===== config.mk =====
export PLATFORM = sky130hd
export DESIGN_NAME = vcmp_unit
export DESIGN_NICKNAME = d
export VERILOG_FILES = /design/src/rtl/vcmp_pkg.sv /design/src/rtl/vcmp_decode.sv /design/src/rtl/vcmp_lanes.sv /design/src/rtl/vcmp_predreg.sv /design/src/rtl/vcmp_unit.sv
export SDC_FILE = /design/constraint.sdc
export NUM_CORES = 1
export LEC_CHECK = 0
export ABC_AREA = 1
export CORE_AREA = 4 4 141 143
export CTS_BUF_LIST = sky130_fd_sc_hd__clkbuf_4
export DETAILED_ROUTE_END_ITERATION = 12
export DIE_AREA = 0 0 145 147
export DONT_BUFFER_PORTS = 1
export GPL_TIMING_DRIVEN = 0
export HOLD_SLACK_MARGIN = 0.15
export SLEW_MARGIN = 20
export SYNTH_ARGS = -nofsm -noshare
export SYNTH_HDL_FRONTEND = slang
export SYNTH_SLANG_ARGS = --single-unit
export TNS_END_PERCENT = 5

===== constraint.sdc =====
create_clock -name clk -period 2.7 [get_ports clk]
set_input_delay 0.675 -clock clk [delete_from_list [all_inputs] [get_ports clk]]
set_output_delay 0.675 -clock clk [all_outputs]
set_load 0.005 [all_outputs]

===== src/rtl/vcmp_pkg.sv =====
package vcmp_pkg;

    typedef enum logic [2:0] {
        C_EQ  = 3'd0,
        C_NE  = 3'd1,
        C_UGE = 3'd2,
        C_UGT = 3'd3,
        C_SGE = 3'd4,
        C_SLT = 3'd5,
        C_SGT = 3'd6,
        C_SLE = 3'd7
    } cond_e;

    typedef struct packed {
        cond_e      cond;
        logic [1:0] size;
        logic [2:0] n_idx;
        logic [3:0] m_idx;
        logic [3:0] mask;
        logic       bad;
    } dec_t;

    // Fold the three primitive relations into the selected condition.
    function automatic logic eval_cond(cond_e c, logic eq, logic ult, logic slt);
        logic r;
        unique case (c)
            C_EQ:    r = eq;
            C_NE:    r = !eq;
            C_UGE:   r = !ult;
            C_UGT:   r = !ult && !eq;
            C_SGE:   r = !slt;
            C_SLT:   r = slt;
            C_SGT:   r = !slt && !eq;
            default: r = slt || eq;
        endcase
        return r;
    endfunction

endpackage


===== src/rtl/vcmp_decode.sv =====
module vcmp_decode
    import vcmp_pkg::*;
(
    input  logic [31:0] insn,
    output dec_t        dec
);
    localparam logic [8:0] TOP_OPC = 9'b111111100;

    logic fixed_ok;

    always_comb begin
        fixed_ok = (insn[31:23] == TOP_OPC) && insn[16] && (insn[11:8] == 4'hF)
                   && !insn[6] && !insn[4];
        dec.cond  = cond_e'({insn[12], insn[0], insn[7]});
        dec.size  = insn[21:20];
        dec.n_idx = insn[19:17];
        dec.m_idx = {insn[5], insn[3:1]};
        dec.mask  = {insn[22], insn[15:13]};
        dec.bad   = !fixed_ok || (insn[21:20] == 2'd3) || insn[5];
    end
endmodule


===== src/rtl/vcmp_lanes.sv =====
module vcmp_lanes
    import vcmp_pkg::*;
#(
    parameter int VEC_BYTES = 16
) (
    input  logic [VEC_BYTES*8-1:0] a,
    input  logic [VEC_BYTES*8-1:0] b,
    input  cond_e                  cond,
    input  logic [1:0]             size,
    output logic [VEC_BYTES-1:0]   hit
);
    localparam int NUM_SIZES = 3;

    logic [NUM_SIZES-1:0][VEC_BYTES-1:0] res;

    for (genvar s = 0; s < NUM_SIZES; s++) begin : g_sz
        localparam int EB = 1 << s;
        localparam int EW = 8 * EB;
        localparam int NL = VEC_BYTES / EB;
        for (genvar l = 0; l < NL; l++) begin : g_ln
            logic [EW-1:0] xa, xb;
            logic          eq, ult, slt;
            assign xa  = a[l*EW +: EW];
            assign xb  = b[l*EW +: EW];
            assign eq  = (xa == xb);
            assign ult = (xa < xb);
            assign slt = ($signed(xa) < $signed(xb));
            assign res[s][l*EB +: EB] = {EB{eval_cond(cond, eq, ult, slt)}};
        end
    end

    always_comb begin
        unique case (size)
            2'd0:    hit = res[0];
            2'd1:    hit = res[1];
            2'd2:    hit = res[2];
            default: hit = '0;
        endcase
    end
endmodule


===== src/rtl/vcmp_predreg.sv =====
module vcmp_predreg #(
    parameter int PRED_W      = 32,
    parameter int LANES       = 16,
    parameter int MASK_W      = 4,
    parameter int MASK_LSB    = 16,
    parameter int MASK_FIELDS = 2
) (
    input  logic              clk,
    input  logic              rst_n,
    input  logic              wr_en,
    input  logic [LANES-1:0]  hit,
    input  logic [LANES-1:0]  lane_en,
    input  logic [LANES-1:0]  beat_exec,
    input  logic [MASK_W-1:0] mask_in,
    output logic [PRED_W-1:0] pred_q
);
    logic [PRED_W-1:0] pred_d;

    always_comb begin
        pred_d = pred_q;
        if (wr_en) begin
            for (int i = 0; i < LANES; i++) begin
                if (beat_exec[i]) pred_d[i] = hit[i] & lane_en[i];
            end
            if (|mask_in) begin
                for (int f = 0; f < MASK_FIELDS; f++) begin
                    pred_d[MASK_LSB + f*MASK_W +: MASK_W] = mask_in;
                end
            end
        end
    end

    always_ff @(posedge clk) begin
        if (!rst_n) pred_q <= '0;
        else        pred_q <= pred_d;
    end
endmodule


===== src/rtl/vcmp_unit.sv =====
module vcmp_unit
    import vcmp_pkg::*;
#(
    parameter int VEC_BYTES   = 16,
    parameter int PRED_W      = 32,
    parameter int MASK_W      = 4,
    parameter int MASK_LSB    = 16,
    parameter int MASK_FIELDS = 2
) (
    input  logic                   clk,
    input  logic                   rst_n,
    input  logic                   issue,
    input  logic [31:0]            insn,
    input  logic [VEC_BYTES*8-1:0] opnd_n,
    input  logic [VEC_BYTES*8-1:0] opnd_m,
    input  logic [VEC_BYTES-1:0]   lane_en,
    input  logic [VEC_BYTES-1:0]   beat_exec,
    output logic [2:0]             src_n_idx,
    output logic [3:0]             src_m_idx,
    output logic                   illegal,
    output logic [PRED_W-1:0]      pred_q
);
    dec_t                 dec;
    logic [VEC_BYTES-1:0] hit;
    logic                 wr_en;

    vcmp_decode u_dec (
        .insn (insn),
        .dec  (dec)
    );

    vcmp_lanes #(.VEC_BYTES(VEC_BYTES)) u_lanes (
        .a    (opnd_n),
        .b    (opnd_m),
        .cond (dec.cond),
        .size (dec.size),
        .hit  (hit)
    );

    assign wr_en     = issue && !dec.bad;
    assign illegal   = issue && dec.bad;
    assign src_n_idx = dec.n_idx;
    assign src_m_idx = dec.m_idx;

    vcmp_predreg #(
        .PRED_W      (PRED_W),
        .LANES       (VEC_BYTES),
        .MASK_W      (MASK_W),
        .MASK_LSB    (MASK_LSB),
        .MASK_FIELDS (MASK_FIELDS)
    ) u_pred (
        .clk       (clk),
        .rst_n     (rst_n),
        .wr_en     (wr_en),
        .hit       (hit),
        .lane_en   (lane_en),
        .beat_exec (beat_exec),
        .mask_in   (dec.mask),
        .pred_q    (pred_q)
    );
endmodule


# --- Word-level counts from Yosys, hierarchy flattened ---
# Cells that the tools add are included.
totals:
  register_bits: 24
  output_inout_bits: 40
  word_cells: 357
classes:
  order_cmp: 56
  eq_ne: 39
  muxes: 29
  n_bitwise: 16
  n_reduce_logical: 200
op_table:
  columns: ["cell", "n"]
  rows:
  - ["< comparator 16 bit", 16]
  - ["< comparator 32 bit", 8]
  - ["< comparator 8 bit", 32]
  - ["case mux 1 bit (7 select lines)", 28]
  - ["== test 16 bit", 8]
  - ["== test 32 bit", 4]
  - ["== test 8 bit", 16]
  - ["zero test 1 bit", 88]
  - ["logical AND 1 bit", 62]
  - ["case mux 16 bit (3 select lines)", 1]
  - ["AND reduction 2 bit", 17]
  - ["logical OR 1 bit", 30]
  - ["bitwise AND 1 bit", 16]
  - ["== test 3 bit, second input constant", 3]
  - ["== test 9 bit, second input constant", 1]
  - ["== test 3 x 2 -> 1 bit, second input constant", 2]
  - ["== test 2 bit, second input constant", 2]
  - ["== test 4 bit, second input constant", 1]
  - ["OR reduction 4 bit", 1]
  - ["== test 3 x 1 -> 1 bit, second input constant", 1]
  - ["zero test 3 bit", 1]
  - ["== test 2 x 1 -> 1 bit, second input constant", 1]
  - ["zero test 2 bit", 1]

# --- Logic depth before layout (Yosys ltp) ---
depth:
  depth_word: 11
  depth_mapped: 21

# --- Modules after synthesis ---
# Synthesis repeated with hierarchy kept, for this count alone.
unflattened:
  cells_unflattened: 1289
  hier_area_um2: 7712.4
modules_own_cells:
  columns: ["mod", "n_inst", "cells_each", "area_per_inst_um2", "seq_area_each_um2"]
  rows:
  - ["vcmp_lanes", 1, 1127, 6377.4, 0.0]
  - ["vcmp_predreg", 1, 120, 1113.6, 400.4]
  - ["vcmp_decode", 1, 38, 203.9, 0.0]
  - ["vcmp_unit", 1, 4, 17.5, 0.0]

# --- Worst setup path before layout ---
# OpenSTA, ideal clock, no wires.
synth_path:
  kind: "in2reg"
  start: "input port opnd_m[87]"
  end: "register u_pred.pred_q[8]"
  arrival_ns: 2.270
  required_ns: 2.568
  setup_slack_ns: 0.297
  stages: 17
  path_buffers: 0
  path_cell_list: "inv_1 -> ha_1 -> nand2_1 -> nor2_2 -> nand4_2 -> nor2_4 -> nand2_1 -> nand2_1 -> nand3_1 -> a21oi_1 -> nand2_1 -> nor2_1 -> nand2_1 -> nand2_2 -> nand3_1 -> nand2_1 -> a21oi_2"
synth_via:
  elab_chain_cells: 6
synth_rtl:
  columns: ["element", "line", "text"]
  rows:
  - ["start: declaration", "vcmp_unit.sv:15", "input logic [VEC_BYTES*8-1:0] opnd_m,"]
  - ["< comparator 32 bit (tied with other cells)", "vcmp_lanes.sv:27", "assign slt = ($signed(xa) < $signed(xb));"]
  - ["zero test 1 bit, on equally long branches", null, null]
  - ["logical AND 1 bit, on equally long branches", "vcmp_pkg.sv:33, vcmp_pkg.sv:30", null]
  - ["case mux 1 bit (7 select lines) (*)", "vcmp_pkg.sv:26", "unique case (c)"]
  - ["case mux 16 bit (3 select lines) (*)", "vcmp_lanes.sv:33", "unique case (size)"]
  - ["bitwise AND 1 bit (*)", "vcmp_predreg.sv:23", "if (beat_exec[i]) pred_d[i] = hit[i] & lane_en[i];"]
  - ["end signal: assignment", "vcmp_predreg.sv:35", "else pred_q <= pred_d;"]
  - ["end: declaration", "vcmp_predreg.sv:15", "output logic [PRED_W-1:0] pred_q"]
# Mark *: on every way between the ends. The rest lies on a longest branch, timed or not.
# A chain may end at the register's enable or synchronous reset.

# --- Worst setup path after layout ---
layout_path:
  start: "input port insn[12]"
  end: "register u_pred.pred_q[14]"
layout_via:
  elab_chain_cells: 4
layout_rtl:
  columns: ["element", "line", "text"]
  rows:
  - ["start: declaration", "vcmp_unit.sv:13", "input logic [31:0] insn,"]
  - ["== test 3 bit (tied with other cells)", "vcmp_pkg.sv:26", null]
  - ["case mux 1 bit (7 select lines)", "vcmp_pkg.sv:26", null]
  - ["case mux 16 bit (3 select lines) (*)", "vcmp_lanes.sv:33", null]
  - ["bitwise AND 1 bit (*)", "vcmp_predreg.sv:23", null]
# Marked as above.

==> impl_metrics.json <==
{
  "switching_share": 0.5077,
  "synth.ff_latch_count": 20,
  "die_w_um": 145,
  "grt_max_degree": 12,
  "relSlewSlack": 0.4240,
  "critical-path-slowest-cell": "nor3_2",
  "crit_chain": "buf_4 -> inv_1 -> nor3_2 -> buf_2 -> o21ai_0 -> o211ai_1 -> nand3_1 -> nand3_1 -> nand2_1 -> a21oi_1",
  "finClkSkew_ns": 0,
  "ant_nets": 0,
  "grt_util_all_layers": 0.2079,
  "wl_per_cell_um": 15.25,
  "drt_pass1_iterations": 5,
  "worstHoldEndpoint": "u_pred.pred_q[21]",
  "core-area_sq_um": 18580,
  "status": "completed",
  "htreeDepth": 1,
  "tightest_slew_ns": 0.8593,
  "whs_path_depth": 2,
  "power.switching_w": 0.0008119,
  "grt_pass1_wl_mm": 37.28,
  "vias_per_cell": 5.163,
  "wirelength_mm": 23.51,
  "intPower_w": 0.0007873,
  "cellPowerDensity_nw_per_um2": 202.2,
  "area_growth_pct": 5.863,
  "regToRegStartpoint": "u_pred.pred_q[5]",
  "min-delay-start": "u_pred.pred_q[21]",
  "cts_buffer_depth": 2,
  "finalHoldViolations": 0,
  "dieArea_sq_um": 21320,
  "netlist_area_sq_um": 7470,
  "worst-path-buf-inv": 3,
  "maxCapViolCount": 0,
  "yosysUniqueCellTypes": 48,
  "vdd_ir_drop_max_uv": 90.42,
  "critPathMaxFanout": 10,
  "power_frac_comb": 0.723,
  "reg2reg_depth": 2,
  "die_h_um": 147,
  "drtIter0Drc": 383,
  "drc": 0,
  "synth_ff_type": "dfxtp_1",
  "critPathKind": "in -> reg",
  "grt_pass1_vias": 7633,
  "via_count": 7961,
  "reg2reg_to": "u_pred.pred_q[5]",
  "largest_reg_flops": 20,
  "final_common_cell": "nand2_1",
  "yosys.area.top_type": "ha_1",
  "overflow": 0,
  "yosysSeqAreaShare": 0.05360,
  "timing.final.crit_share": 0.9577,
  "path_delay_family": "simple AND/OR/NAND/NOR gates",
  "cts_tree": "done",
  "synth_edf_count": 0,
  "hold_class": "reg -> reg",
  "synth-async-reset-ratio": 0,
  "synthTopCellsByArea": "ha_1, nand2_1, inv_1, a21oi_1, nand3_1",
  "slowest_delay_ns": 0.66,
  "num_io_pins": 363,
  "rows": 50,
  "synthDominantCellAreaShare": 0.2345,
  "antenna_cells": 0,
  "final-max-slew-violation-count": 0,
  "clk_root_buffer_cell": "clkbuf_4",
  "cts.clk_slew.worst_paths_ns": 0.12,
  "startpoint_type": "primary input",
  "drive_gt1_frac": 0.09021,
  "p_leak_nw": 4.572,
  "cts_sinks": 20,
  "critPathArrivalTime_ns": 2.82,
  "setup_viol": 0,
  "path_common_cell": "nand3_1",
  "place_congestion": 0.8831,
  "syn_inst": 1292,
  "avgSynthCellArea_sq_um": 5.781,
  "seqPwrFrac": 0.184,
  "antenna_found_initial": 0,
  "clk_latency_ns": 0.30,
  "r2r_slack_ns": 1.99,
  "io_buffers": 0,
  "top_register": "u_pred.pred_q",
  "reg_top3": "u_pred.pred_q (20)",
  "cp-end-kind": "flip-flop",
  "yosys_warnings": 0,
  "holdWs_ns": 0.4906,
  "nets": 1772,
  "required_ns": 2.93,
  "finish.utilization": 0.4256,
  "dp_hpwl_mm": 20.30,
  "start_util": 0.4020,
  "fin_crit_ns": 2.586,
  "cts_buffers": 3,
  "layout_common_cells": "nand2_1, inv_1, ha_1",
  "pwr-share-clk": 0.092,
  "max_freq_mhz": 386.7
}
==> cell usage after synthesis, types with 7 or more instances <==
cell / n
o21a_1: 7
nor2_4: 9
nand2_2: 17
ha_1: 140
dfxtp_1: 20
nor2_2: 12
nand3_1: 84
inv_1: 257
o21ai_0: 51
nand2_1: 340
inv_2: 11
nand4_1: 10
buf_4: 22
xnor2_1: 8
o211ai_1: 23
nor2_1: 81
a21oi_1: 119
==> repair_timing <==
action / in CTS / in global routing
buffers inserted: 0 / 5
hold buffers: 0 / 0
gates resized for setup: 0 / 12
setup endpoints to repair: 0 / 16
==> cells by family (layout without fill, tap and decap cells) <==
kind of cell             after synthesis  count (layout)  share of synthesized area
AO/OA/AOI/OAI                        235             235                     0.1792
XOR/XNOR                              11              11                    0.01290
buffers and inverters                308             317                     0.1693
flip-flops                            20              20                    0.05360
AND/OR/NAND/NOR                      577             577                     0.3499
adder cells (fa/ha/maj)              140             140                     0.2345
other                                  1               8                  0.0005020
==> worst reg2reg max path, cell delays in order, from the launching register on <==
cell,delay (ns)
dfxtp_1,0.44
nand2_1,0.07
a21oi_1,0.14
==> metal layers <==
metal | up-vias | GRT usage | part of all wire
met4 | 0 | 0.04133 | 0.021
met3 | 33 | 0.04072 | 0.066
met1 | 3466 | 0.2519 | 0.42
met2 | 303 | 0.3838 | 0.50
li1 | 4159 | - | -
met5 | - | 0 | 0
==> worst max path at each step <==
stage | cells after the start | to | slack (ns) | from
after floorplan | 17 | u_pred.pred_q[8] | 0.30 | opnd_m[87]
after global placement | 17 | u_pred.pred_q[2] | -0.30 | opnd_m[7]
after detailed placement | 17 | u_pred.pred_q[2] | -0.28 | opnd_m[7]
after CTS | 17 | u_pred.pred_q[2] | 0.05 | opnd_m[7]
after global routing | 17 | u_pred.pred_q[8] | -0.03 | opnd_m[71]
final | 10 | u_pred.pred_q[14] | 0.11 | insn[12]
==> area by class of cell <==
| type | instances | area, sq um |
|---|---|---|
| timing repair buffer | 5 | 37.54 |
| sequential | 20 | 400.4 |
| clock inverter | 1 | 3.754 |
| multi-input combinational | 971 | 5886 |
| clock buffer | 3 | 22.52 |
| tap | 234 | 292.8 |
| inverter | 273 | 1030 |
| fill | 2095 | 10670 |
| buffer | 35 | 235.2 |
==> per-stage QoR <==
step / TNS (ns) / worst slack, ns / instance area, sq um / total power (W) / std cells
after floorplan: 0 / 0.2975 / 7496 / 0.001203 / 1299
after global placement: -3.100 / -0.3044 / 7789 / 0.001430 / 1533
after detailed placement: -2.899 / -0.2800 / 7789 / 0.001444 / 1533
after CTS: 0 / 0.05151 / 7815 / 0.001597 / 1537
after global routing: -0.04182 / -0.02635 / 7908 / 0.001813 / 1542
final: 0 / 0.1142 / 7908 / 0.001599 / 1542
==> power groups by stage <==
stage	sequential (W)	clock (W)	combinational (W)
floorplan	0.000302	0	0.000901
global placement	0.000302	0	0.00113
detailed placement	0.000302	0	0.00114
CTS	0.000295	0.000153	0.00115
global route	0.000295	0.000171	0.00135
finish	0.000295	0.000148	0.00116
(Power assumes the default switching activity.)
